<file path="config.mk">
export PLATFORM = sky130hd
export DESIGN_NAME = nextpc_unit
export DESIGN_NICKNAME = d
export VERILOG_FILES = /design/src/rtl/nextpc_pkg.sv /design/src/rtl/nextpc_ctrl.sv /design/src/rtl/nextpc_dp.sv /design/src/rtl/nextpc_unit.sv
export SDC_FILE = /design/constraint.sdc
export NUM_CORES = 1
export LEC_CHECK = 0
export BUFFER_PORTS_ARGS = -buffer_cell sky130_fd_sc_hd__buf_2
export CAP_MARGIN = 10
export CORE_UTILIZATION = 49
export CTS_BUF_LIST = sky130_fd_sc_hd__clkbuf_4
export DETAILED_ROUTE_END_ITERATION = 8
export PLACE_DENSITY_LB_ADDON = 0.2
export SYNTH_ARGS = -nofsm -noshare
export SYNTH_HDL_FRONTEND = slang
export SYNTH_SLANG_ARGS = --single-unit
export TNS_END_PERCENT = 100
</file>
<file path="constraint.sdc">
create_clock -name clk -period 4 [get_ports clk]
set_input_delay 0.2 -clock clk [delete_from_list [all_inputs] [get_ports clk]]
set_output_delay 0.2 -clock clk [all_outputs]
set_load 0.01 [all_outputs]
</file>
<file path="src/rtl/nextpc_pkg.sv">
package nextpc_pkg;
  localparam int INSTR_W = 32;

  typedef enum logic [1:0] {
    TGT_REL = 2'd0,
    TGT_ABS = 2'd1,
    TGT_REG = 2'd2
  } tgtSel_e;

  typedef struct packed {
    logic    isCtl;
    logic    taken;
    logic    likely;
    logic    doLink;
    logic    linkToRd;
    tgtSel_e tgtSel;
  } ctrlStrobes_t;

  localparam logic [5:0] OP_SPECIAL = 6'd0;
  localparam logic [5:0] OP_REGIMM  = 6'd1;
  localparam logic [5:0] OP_JMP     = 6'd2;
  localparam logic [5:0] OP_JMPL    = 6'd3;
  localparam logic [5:0] OP_FPC     = 6'd17;
  localparam logic [5:0] OP_VEC     = 6'd18;
  localparam logic [5:0] FN_JREG    = 6'd8;
  localparam logic [5:0] FN_JREGL   = 6'd9;
  localparam logic [4:0] RS_CONDBR  = 5'd8;
  localparam logic [4:0] LINK_REG   = 5'd31;
endpackage

</file>
<file path="src/rtl/nextpc_ctrl.sv">
module nextpc_ctrl
  import nextpc_pkg::*;
#(
  parameter int XLEN  = 32,
  parameter int VCC_W = 8
) (
  input  logic [5:0]       opIn,
  input  logic [4:0]       rsFieldIn,
  input  logic [4:0]       rtFieldIn,
  input  logic [5:0]       fnIn,
  input  logic [XLEN-1:0]  rsVal,
  input  logic [XLEN-1:0]  rtVal,
  input  logic             fpuCond,
  input  logic [VCC_W-1:0] vcc,
  output ctrlStrobes_t     strobes
);
  localparam int VSEL_W = $clog2(VCC_W);

  logic isEq, isLez, isNeg, relCond, coCond;
  logic [VSEL_W-1:0] vSel;

  assign isEq  = (rsVal == rtVal);
  assign isNeg = rsVal[XLEN-1];
  assign isLez = isNeg | (rsVal == '0);
  assign vSel  = rtFieldIn[4 -: VSEL_W];

  always_comb begin
    case (opIn[1:0])
      2'd0:    relCond = isEq;
      2'd1:    relCond = ~isEq;
      2'd2:    relCond = isLez;
      default: relCond = ~isLez;
    endcase
    coCond = (opIn == OP_FPC) ? fpuCond : vcc[vSel];
  end

  always_comb begin
    strobes = '0;
    strobes.tgtSel = TGT_REL;
    case (opIn)
      OP_SPECIAL: begin
        if (fnIn == FN_JREG || fnIn == FN_JREGL) begin
          strobes.isCtl    = 1'b1;
          strobes.taken    = 1'b1;
          strobes.tgtSel   = TGT_REG;
          strobes.doLink   = (fnIn == FN_JREGL);
          strobes.linkToRd = (fnIn == FN_JREGL);
        end
      end
      OP_REGIMM: begin
        if (rtFieldIn[3:2] == 2'b00) begin
          strobes.isCtl  = 1'b1;
          strobes.taken  = rtFieldIn[0] ? ~isNeg : isNeg;
          strobes.likely = rtFieldIn[1];
          strobes.doLink = rtFieldIn[4];
        end
      end
      OP_JMP, OP_JMPL: begin
        strobes.isCtl  = 1'b1;
        strobes.taken  = 1'b1;
        strobes.tgtSel = TGT_ABS;
        strobes.doLink = (opIn == OP_JMPL);
      end
      6'd4, 6'd5, 6'd6, 6'd7, 6'd20, 6'd21, 6'd22, 6'd23: begin
        strobes.isCtl  = 1'b1;
        strobes.taken  = relCond;
        strobes.likely = opIn[4];
      end
      OP_FPC, OP_VEC: begin
        if (rsFieldIn == RS_CONDBR) begin
          strobes.isCtl  = 1'b1;
          strobes.taken  = rtFieldIn[0] ? coCond : ~coCond;
          strobes.likely = rtFieldIn[1];
        end
      end
      default: ;
    endcase
  end
endmodule

</file>
<file path="src/rtl/nextpc_dp.sv">
module nextpc_dp
  import nextpc_pkg::*;
#(
  parameter int          XLEN     = 32,
  parameter logic [31:0] RESET_PC = 32'h0
) (
  input  logic            clk,
  input  logic            rstN,
  input  logic            stepIn,
  input  ctrlStrobes_t    strobes,
  input  logic [25:0]     idxIn,
  input  logic [XLEN-1:0] rsVal,
  input  logic            slotIsCtl,
  output logic [XLEN-1:0] pcQ,
  output logic            slotQ,
  output logic [XLEN-1:0] tgtQ,
  output logic            linkWe,
  output logic [4:0]      linkIdx,
  output logic [XLEN-1:0] linkData,
  output logic            addrExc
);
  localparam int SEXT_W = XLEN - 18;

  logic [XLEN-1:0] pcPlus4, pcPlus8, relTgt, absTgt, selTgt;
  logic [15:0]     imm;
  logic [4:0]      rdField;
  logic            goTaken;

  assign imm     = idxIn[15:0];
  assign rdField = idxIn[15:11];
  assign pcPlus4 = pcQ + XLEN'(4);
  assign pcPlus8 = pcQ + XLEN'(8);
  assign relTgt  = pcPlus4 + {{SEXT_W{imm[15]}}, imm, 2'b00};
  assign absTgt  = {pcQ[XLEN-1 -: 4], idxIn, 2'b00};

  always_comb begin
    case (strobes.tgtSel)
      TGT_ABS: selTgt = absTgt;
      TGT_REG: selTgt = rsVal;
      default: selTgt = relTgt;
    endcase
  end

  assign goTaken  = ~slotQ & strobes.isCtl & strobes.taken;
  assign linkWe   = stepIn & strobes.doLink & (~strobes.linkToRd | (rdField != 5'd0));
  assign linkIdx  = strobes.linkToRd ? rdField : LINK_REG;
  assign linkData = pcPlus8;
  assign addrExc  = stepIn & goTaken & (selTgt[1:0] != 2'b00);

  always_ff @(posedge clk) begin
    if (!rstN) begin
      pcQ   <= XLEN'(RESET_PC);
      tgtQ  <= XLEN'(RESET_PC);
      slotQ <= 1'b0;
    end else if (stepIn) begin
      if (slotQ) begin
        pcQ   <= tgtQ;
        slotQ <= 1'b0;
      end else if (goTaken) begin
        pcQ   <= pcPlus4;
        tgtQ  <= selTgt;
        slotQ <= 1'b1;
      end else if (strobes.isCtl && strobes.likely) begin
        pcQ <= slotIsCtl ? pcPlus4 : pcPlus8;
      end else begin
        pcQ <= pcPlus4;
      end
    end
  end
endmodule

</file>
<file path="src/rtl/nextpc_unit.sv">
module nextpc_unit
  import nextpc_pkg::*;
#(
  parameter int          XLEN     = 32,
  parameter int          VCC_W    = 8,
  parameter logic [31:0] RESET_PC = 32'h0
) (
  input  logic               clk,
  input  logic               rstN,
  input  logic               stepIn,
  input  logic [31:0]        instrIn,
  input  logic [XLEN-1:0]    rsValIn,
  input  logic [XLEN-1:0]    rtValIn,
  input  logic               fpuCondIn,
  input  logic [VCC_W-1:0]   vccIn,
  input  logic               slotIsCtlIn,
  output logic [XLEN-1:0]    pcOut,
  output logic               inSlotOut,
  output logic [XLEN-1:0]    targetOut,
  output logic               linkWeOut,
  output logic [4:0]         linkIdxOut,
  output logic [XLEN-1:0]    linkDataOut,
  output logic               addrExcOut
);
  ctrlStrobes_t strobes;

  nextpc_ctrl #(.XLEN(XLEN), .VCC_W(VCC_W)) u_ctrl (
    .opIn      (instrIn[31:26]),
    .rsFieldIn (instrIn[25:21]),
    .rtFieldIn (instrIn[20:16]),
    .fnIn      (instrIn[5:0]),
    .rsVal     (rsValIn),
    .rtVal     (rtValIn),
    .fpuCond   (fpuCondIn),
    .vcc       (vccIn),
    .strobes   (strobes)
  );

  nextpc_dp #(.XLEN(XLEN), .RESET_PC(RESET_PC)) u_dp (
    .clk       (clk),
    .rstN      (rstN),
    .stepIn    (stepIn),
    .strobes   (strobes),
    .idxIn     (instrIn[25:0]),
    .rsVal     (rsValIn),
    .slotIsCtl (slotIsCtlIn),
    .pcQ       (pcOut),
    .slotQ     (inSlotOut),
    .tgtQ      (targetOut),
    .linkWe    (linkWeOut),
    .linkIdx   (linkIdxOut),
    .linkData  (linkDataOut),
    .addrExc   (addrExcOut)
  );
endmodule

</file>
Word level (Yosys, flattened, before mapping)
Cells that the tools add are included.
{ "classes": {"mul": 0, "div": 0, "shifts": 0, "n_addsub": 3, "bitwise_logic": 14, "n_lt_le_gt_ge": 1, "n_eq_ne": 21, "n_reduce_logical": 12, "mux": 23} }
{ "op_table": {"columns": ["op", "count"], "rows": [
  ["two-way mux 32 bit", 4],
  ["case mux 32 bit (2 select lines)", 1],
  ["equality test 6 x 5 -> 1 bit, second input constant", 6],
  ["adder 32 x 3 -> 32 bit, second input constant", 1],
  ["adder 32 bit", 1],
  ["adder 32 x 4 -> 32 bit, second input constant", 1],
  ["equality test 32 bit", 1],
  ["zero test 32 bit", 1],
  ["equality test 6 x 3 -> 1 bit, second input constant", 4],
  ["equality test 6 x 2 -> 1 bit, second input constant", 2],
  ["equality test 6 x 4 -> 1 bit, second input constant", 2],
  ["case mux 2 bit (5 select lines)", 1],
  ["case mux 1 bit (3 select lines)", 3],
  ["two-way mux 4 bit", 2],
  ["OR reduction 8 bit", 1],
  ["two-way mux 1 bit", 7],
  ["AND 1 bit", 6],
  ["equality test 6 x 1 -> 1 bit, second input constant", 1],
  ["zero test 6 bit", 1],
  ["inverter 1 bit", 6],
  ["equality test 5 x 4 -> 1 bit, second input constant", 1],
  ["two-way mux 5 bit", 1],
  ["nonzero test 5 bit", 1],
  ["equality test 2 x 1 -> 1 bit, second input constant", 2],
  ["13 further kinds", 17]
]} }
{ "word_totals": {"rom_bits": 0, "mem_bits_rw": 0, "elab_cells": 77, "output_inout_bits": 104, "ff_bits": 65, "memories": 0, "latchBits": 0} }

Logic depth before layout (Yosys ltp)
{ "logic_depth": {"ltp_word": 11, "ltp_mapped": 20} }

Cells and area by module
From an unflattened synthesis, not the netlist that was laid out.
{ "hier_totals": {"hier_cells": 927, "area_unflattened_um2": 6864.1} }
{ "by_module_without_submodules": {"columns": ["module", "cells_each", "area_per_inst_um2", "n_inst"], "rows": [
  ["nextpc_dp", 832, 6119.6, 1],
  ["nextpc_ctrl", 95, 744.5, 1]
]} }

Worst setup path after synthesis
OpenSTA, ideal clock, no wires.
{ "synth_path": {"path_kind": "reg2reg", "start": "reg u_dp.pcQ[3]", "end": "reg u_dp.tgtQ[30]", "arrival_time_ns": 3.936, "path_stages_with_launch": 20, "path_buffers": 3, "path_slack_ns": 0.006, "setup_ns": 0.058, "cell_sequence": "dfxtp_1 -> ha_1 -> nand3_1 -> nor4_4 -> and4b_1 -> clkbuf_1 -> and3_1 -> clkbuf_1 -> nand2_1 -> xnor2_1 -> ha_1 -> and3_1 -> clkbuf_1 -> and2_1 -> o21a_1 -> o21ai_0 -> a21oi_1 -> o32a_1 -> a211oi_1 -> o21a_1"} }
{ "synth_via": {"elab_chain_cells": 3} }
{ "synth_rtl": {"columns": ["item", "line_no", "source"], "rows": [
  ["start: declaration", "nextpc_dp.sv:14", "output logic [XLEN-1:0] pcQ,"],
  ["start signal: assignment", "nextpc_dp.sv:52", "pcQ <= XLEN'(RESET_PC);"],
  ["start signal: assignment", "nextpc_dp.sv:57", "pcQ <= tgtQ;"],
  ["start signal: assignment", "nextpc_dp.sv:60", "pcQ <= pcPlus4;"],
  ["adder 32 x 3 -> 32 bit", "nextpc_dp.sv:31", "assign pcPlus4 = pcQ + XLEN'(4);"],
  ["adder 32 bit", "nextpc_dp.sv:33", "assign relTgt = pcPlus4 + {{SEXT_W{imm[15]}}, imm, 2'b00};"],
  ["case mux 32 bit (2 select lines)", "nextpc_dp.sv:37", "case (strobes.tgtSel)"],
  ["end signal: assignment", "nextpc_dp.sv:53", "tgtQ <= XLEN'(RESET_PC);"],
  ["end signal: assignment", "nextpc_dp.sv:61", "tgtQ <= selTgt;"],
  ["end: declaration", "nextpc_dp.sv:16", "output logic [XLEN-1:0] tgtQ,"]
]} }
Every way passes these cells.
A chain may end at the register's enable or synchronous reset.

Worst setup path in the final report
{ "layout_path": {"start": "reg u_dp.pcQ[3]", "end": "reg u_dp.tgtQ[28]"} }
The elaborated chain is that of the path after synthesis.

==> report_table.html <==
<table>
<tr><th>Metric</th><th>Value</th></tr>
<tr><th colspan="2">Outcome</th></tr>
<tr><td>Result of the run</td><td>complete, no violations</td></tr>
<tr><th colspan="2">Layout</th></tr>
<tr><td>Area delta synth-&gt;final</td><td>22.25%</td></tr>
<tr><td>Final Instance Count excl. Fillers</td><td>1275</td></tr>
<tr><td>Final-layout fill cell count</td><td>1303</td></tr>
<tr><td>Share of final-layout standard cells stronger than drive strength 1</td><td>0.2796</td></tr>
<tr><td>Area of combinational cells with multiple inputs</td><td>5231 sq um</td></tr>
<tr><td>Number of nets in the final layout</td><td>1236</td></tr>
<tr><td>Storage cell area</td><td>1309 sq um</td></tr>
<tr><td>Post-route design area</td><td>8333 sq um</td></tr>
<tr><th colspan="2">Critical path</th></tr>
<tr><td>Critical path's largest stage delay</td><td>430 ps</td></tr>
<tr><td>Crit-path slowest cell</td><td>sky130_fd_sc_hd__nor4_4</td></tr>
<tr><td>Bufs and invs on worst path</td><td>1</td></tr>
<tr><td>Startpoint of the worst register-to-register path</td><td>u_dp.pcQ[3]</td></tr>
<tr><td>Critical path type</td><td>flop to flop</td></tr>
<tr><td>Endpoint class of the critical path</td><td>flop</td></tr>
<tr><td>Critical path cell sequence</td><td>ha_1, nand3_2, nor4_4, nand3_2, xnor2_2, ha_1, a21o_1, a21o_1, a22oi_1, nand3_1, nand4_1, a31oi_1, buf_4, o311a_1, a211oi_1, nor2_1</td></tr>
<tr><td>Worst Path Arrival</td><td>4140 ps</td></tr>
<tr><td>First element of the critical path</td><td>u_dp.pcQ[3]</td></tr>
<tr><td>Critical Path Fanout Max</td><td>7</td></tr>
<tr><td>Critical path launch point type</td><td>flop</td></tr>
<tr><td>CP top delay family</td><td>compound AO/OA/AOI/OAI gates</td></tr>
<tr><td>Critical Path RT</td><td>4350 ps</td></tr>
<tr><th colspan="2">Detailed routing</th></tr>
<tr><td>Via count</td><td>7736</td></tr>
<tr><td>Count of antenna-violating nets left after detailed routing</td><td>0</td></tr>
<tr><td>Per-cell routed wire length</td><td>19.16 microns</td></tr>
<tr><td>Post-route DRC</td><td>0</td></tr>
<tr><td>Total Routed Length</td><td>24.43 mm</td></tr>
<tr><td>Initial DRT Pass Iterations</td><td>5</td></tr>
<tr><td>Drt first-iter violations</td><td>693</td></tr>
<tr><td>Per-cell via count in the routed design</td><td>6.067</td></tr>
<tr><th colspan="2">Place</th></tr>
<tr><td>Final estimated routing congestion in global placement</td><td>0.9881</td></tr>
<tr><td># port buffers</td><td>212</td></tr>
<tr><td>DP Wirelength</td><td>18.72 mm</td></tr>
<tr><td>Number of cells after detailed placement</td><td>1253</td></tr>
<tr><td>Post-place instance area</td><td>8050 sq um</td></tr>
<tr><td>Worst slack at placement</td><td>120.5 ps</td></tr>
<tr><th colspan="2">Timing</th></tr>
<tr><td>Fin Clk Skew</td><td>21.74 ps</td></tr>
<tr><td>Worst-case headroom to the max-slew limit</td><td>0.2673</td></tr>
<tr><td>Upper clock frequency limit</td><td>0.2642 GHz</td></tr>
<tr><td>Share of the cycle needed by the critical path after routing</td><td>0.9462</td></tr>
<tr><td>Transition time at the pin with the least slew margin</td><td>1099 ps</td></tr>
<tr><td>Final setup violating endpoints</td><td>0</td></tr>
<tr><td>Final min period</td><td>3785 ps</td></tr>
<tr><td>Hold WS</td><td>210.3 ps</td></tr>
<tr><td>Minimum setup slack in the final design</td><td>215.3 ps</td></tr>
<tr><td>Count of final max-slew check failures</td><td>0</td></tr>
<tr><td>Hold Fails Final Rpt</td><td>0</td></tr>
<tr><th colspan="2">Yosys</th></tr>
<tr><td>Area of the mapped netlist</td><td>6817 sq um</td></tr>
<tr><td>Top cells by area, synth</td><td>sky130_fd_sc_hd__dfxtp_1 (19%), sky130_fd_sc_hd__xor2_1 (7.6%), sky130_fd_sc_hd__nand2_1 (6.9%), sky130_fd_sc_hd__xnor2_1 (6.7%), sky130_fd_sc_hd__ha_1 (6.1%)</td></tr>
<tr><td>Main synth FF type</td><td>sky130_fd_sc_hd__dfxtp_1</td></tr>
<tr><td>Average footprint of a synthesized cell</td><td>7.608 sq um</td></tr>
<tr><td>Syn Inst Count</td><td>896</td></tr>
<tr><td>FF+latch count, synth</td><td>65</td></tr>
<tr><td>Seq/Total Area, Yosys</td><td>0.1909</td></tr>
<tr><td>Share of Yosys cell area claimed by the top area cell type</td><td>0.1909</td></tr>
<tr><td>Cell variety after synth</td><td>73</td></tr>
<tr><td>Async set-or-reset flop fraction in the synthesized netlist</td><td>0</td></tr>
<tr><td>Cell taking the most area after synthesis</td><td>sky130_fd_sc_hd__dfxtp_1</td></tr>
<tr><td>Ys Warns</td><td>0</td></tr>
<tr><td>Number of synthesized flops with an enable pin</td><td>0</td></tr>
<tr><td>Number of nets produced by synthesis</td><td>1039</td></tr>
<tr><th colspan="2">Clock tree</th></tr>
<tr><td>Deepest clock path buffer count</td><td>2</td></tr>
<tr><td>Clk Latency, worst-skew pair</td><td>460 ps</td></tr>
<tr><td>Clock transition at the register clock pins on the worst setup and hold paths after CTS</td><td>120 ps</td></tr>
<tr><td>Clock buffer count from CTS</td><td>9</td></tr>
<tr><td>Deepest level of the CTS H-tree</td><td>3</td></tr>
<tr><td>Root buffer selected by CTS</td><td>sky130_fd_sc_hd__clkbuf_4</td></tr>
<tr><td>Hold buffer count at cts</td><td>0</td></tr>
<tr><td>Clock sink total</td><td>65</td></tr>
<tr><td>CTS tree</td><td>built</td></tr>
<tr><th colspan="2">Job</th></tr>
<tr><td>Number of max-cap violations</td><td>0</td></tr>
<tr><th colspan="2">GRT</th></tr>
<tr><td>First-pass GRT wire length</td><td>37.27 mm</td></tr>
<tr><td>Via count of the first global-routing pass</td><td>7063</td></tr>
<tr><td>All-Layer GR Usage</td><td>0.3336</td></tr>
<tr><td>Congestion Overflow GR</td><td>0</td></tr>
<tr><td>Pin count of the biggest net entering global routing</td><td>53</td></tr>
<tr><td>Number of antenna violations at the first check in global routing</td><td>1</td></tr>
<tr><th colspan="2">Floorplan</th></tr>
<tr><td>Die Wd</td><td>119.9 microns</td></tr>
<tr><td>Starting density of the core</td><td>0.5087</td></tr>
<tr><td>Die area</td><td>14390 sq um</td></tr>
<tr><td>Site Rows</td><td>42</td></tr>
<tr><td>I/O pin cnt</td><td>213</td></tr>
<tr><td>Chip height</td><td>119.9 microns</td></tr>
<tr><td>Core Area</td><td>13400 sq um</td></tr>
<tr><th colspan="2">Hold path</th></tr>
<tr><td>Path type of the worst min-delay path</td><td>input port to flop</td></tr>
<tr><td>Beginning of the worst hold path</td><td>instrIn[25]</td></tr>
<tr><th colspan="2">Power and ir drop</th></tr>
<tr><td>Max VDD drop</td><td>0.1535 mV</td></tr>
<tr><td>Pwr Density</td><td>226.9 nW/um^2</td></tr>
<tr><td>Static Leak</td><td>0.004156 uW</td></tr>
</table>
[worst reg2reg max path, delay by kind of cell (launching register included)]
| kind | cells | cell delay, ps |
|---|---|---|
| buffers and inverters | 1 | 190 |
| AO/OA/AOI/OAI | 6 | 1340 |
| XOR/XNOR | 1 | 160 |
| adder cells (fa/ha/maj) | 2 | 530 |
| AND/OR/NAND/NOR | 6 | 1070 |
| flip-flops | 1 | 410 |
[registers in the layout, indices dropped and copies added (netlist names)]
name / count
u_dp.slotQ: 1
u_dp.tgtQ: 32
u_dp.pcQ: 32
[path summary, 6_finish.rpt]
| path | to | slack (ps) | cells after the start |
|---|---|---|---|
| worst max-delay path | u_dp.tgtQ[28] | 220 | 16 |
| worst min-delay path | u_dp.tgtQ[27] | 210 | 5 |
| worst max register to register | u_dp.tgtQ[28] | 220 | 16 |
| worst min register to register | u_dp.pcQ[0] | 500 | 2 |
[cells in the mapped netlist, types with 4 or more instances]
cell	instances
sky130_fd_sc_hd__nand2_1	125
sky130_fd_sc_hd__dfxtp_1	65
sky130_fd_sc_hd__xor2_1	59
sky130_fd_sc_hd__a21oi_1	53
sky130_fd_sc_hd__xnor2_1	52
sky130_fd_sc_hd__clkbuf_1	51
sky130_fd_sc_hd__nor2_1	51
sky130_fd_sc_hd__nand3_1	36
sky130_fd_sc_hd__o21ai_0	34
sky130_fd_sc_hd__ha_1	33
sky130_fd_sc_hd__mux2i_1	28
sky130_fd_sc_hd__o211a_1	23
sky130_fd_sc_hd__o211ai_1	19
sky130_fd_sc_hd__and3_1	18
sky130_fd_sc_hd__inv_1	18
sky130_fd_sc_hd__a221oi_1	17
sky130_fd_sc_hd__nor4_1	17
sky130_fd_sc_hd__a21boi_0	15
sky130_fd_sc_hd__a21o_1	13
sky130_fd_sc_hd__a22oi_1	12
sky130_fd_sc_hd__nor3_1	12
sky130_fd_sc_hd__nand4_1	11
sky130_fd_sc_hd__a31oi_1	10
sky130_fd_sc_hd__and2_1	10
sky130_fd_sc_hd__nor2b_1	8
sky130_fd_sc_hd__or2_2	7
sky130_fd_sc_hd__a211oi_1	6
sky130_fd_sc_hd__a211o_1	5
sky130_fd_sc_hd__buf_4	5
sky130_fd_sc_hd__buf_6	5
sky130_fd_sc_hd__nor3b_1	5
sky130_fd_sc_hd__o21a_1	5
sky130_fd_sc_hd__a41o_1	4
sky130_fd_sc_hd__o221a_2	4
sky130_fd_sc_hd__o31ai_1	4
[power by group]
part	internal [uW]	total [uW]	switching [uW]
registers	674	716	41.9
logic	285	650	365
clock network	247	525	278
[stage by stage]
stage	total power (uW)	TNS, ps	util
global route	1985	-1.446	0.6218
global placement	1353	0	0.6007
CTS	1872	0	0.6121
finish	1891	0	0.6218
floorplan	1117	0	-
detailed placement	1353	0	0.6007
[logic make-up after synthesis]
kind of cell               synth area share
buffers and inverters               0.05433
muxes                               0.05323
DFF                                  0.1909
adders and majority gates           0.06351
xor gates and xnor gates             0.1426
and+or+nand+nor                      0.2326
AOI/OAI and AO/OA                    0.2629
[metal layers]
metal	vias up	global-route usage	wire length (microns)
met2	366	0.5514	11820
li1	3673	-	-
met1	3626	0.4128	9854
met3	71	0.07177	1815
met5	-	0	0
met4	0	0.1492	941
[cell type report]
cell class,instances,area share
Clock inverter,7,0.01021
Clock buffer,9,0.008108
Antenna cell,1,0.0003003
Sequential cell,65,0.1571
Multi-Input combinational cell,748,0.6278
Tap cell,176,0.02643
Inverter,19,0.008559
Timing Repair Buffer,250,0.1616
[what timing repair did]
item	CTS	global route
setup endpoints to repair	0	8
buffers inserted	0	5
resized for setup	0	23
[layout by cell type (no fill, tap or decap), types with 5 or more instances in the layout]
cell type                  instances
sky130_fd_sc_hd__buf_2           212
sky130_fd_sc_hd__nand2_1         124
sky130_fd_sc_hd__dfxtp_1          61
sky130_fd_sc_hd__xor2_1           59
sky130_fd_sc_hd__a21oi_1          52
sky130_fd_sc_hd__nor2_1           50
sky130_fd_sc_hd__xnor2_1          48
sky130_fd_sc_hd__buf_4            38
sky130_fd_sc_hd__nand3_1          33
sky130_fd_sc_hd__o21ai_0          32
sky130_fd_sc_hd__ha_1             30
sky130_fd_sc_hd__mux2i_1          28
sky130_fd_sc_hd__o211a_1          23
sky130_fd_sc_hd__o211ai_1         19
sky130_fd_sc_hd__inv_1            18
sky130_fd_sc_hd__a221oi_1         17
sky130_fd_sc_hd__and3_1           16
sky130_fd_sc_hd__nor4_1           16
sky130_fd_sc_hd__a21boi_0         15
sky130_fd_sc_hd__a21o_1           13
sky130_fd_sc_hd__nor3_1           12
sky130_fd_sc_hd__a22oi_1          12
sky130_fd_sc_hd__nand4_1          11
sky130_fd_sc_hd__and2_1           10
sky130_fd_sc_hd__a31oi_1           9
sky130_fd_sc_hd__clkbuf_4          9
sky130_fd_sc_hd__nor2b_1           8
sky130_fd_sc_hd__or2_2             7
sky130_fd_sc_hd__a211oi_1          6
sky130_fd_sc_hd__nor3b_1           5
sky130_fd_sc_hd__o21a_1            5
sky130_fd_sc_hd__a211o_1           5
Power figures use the tool's default switching activity.
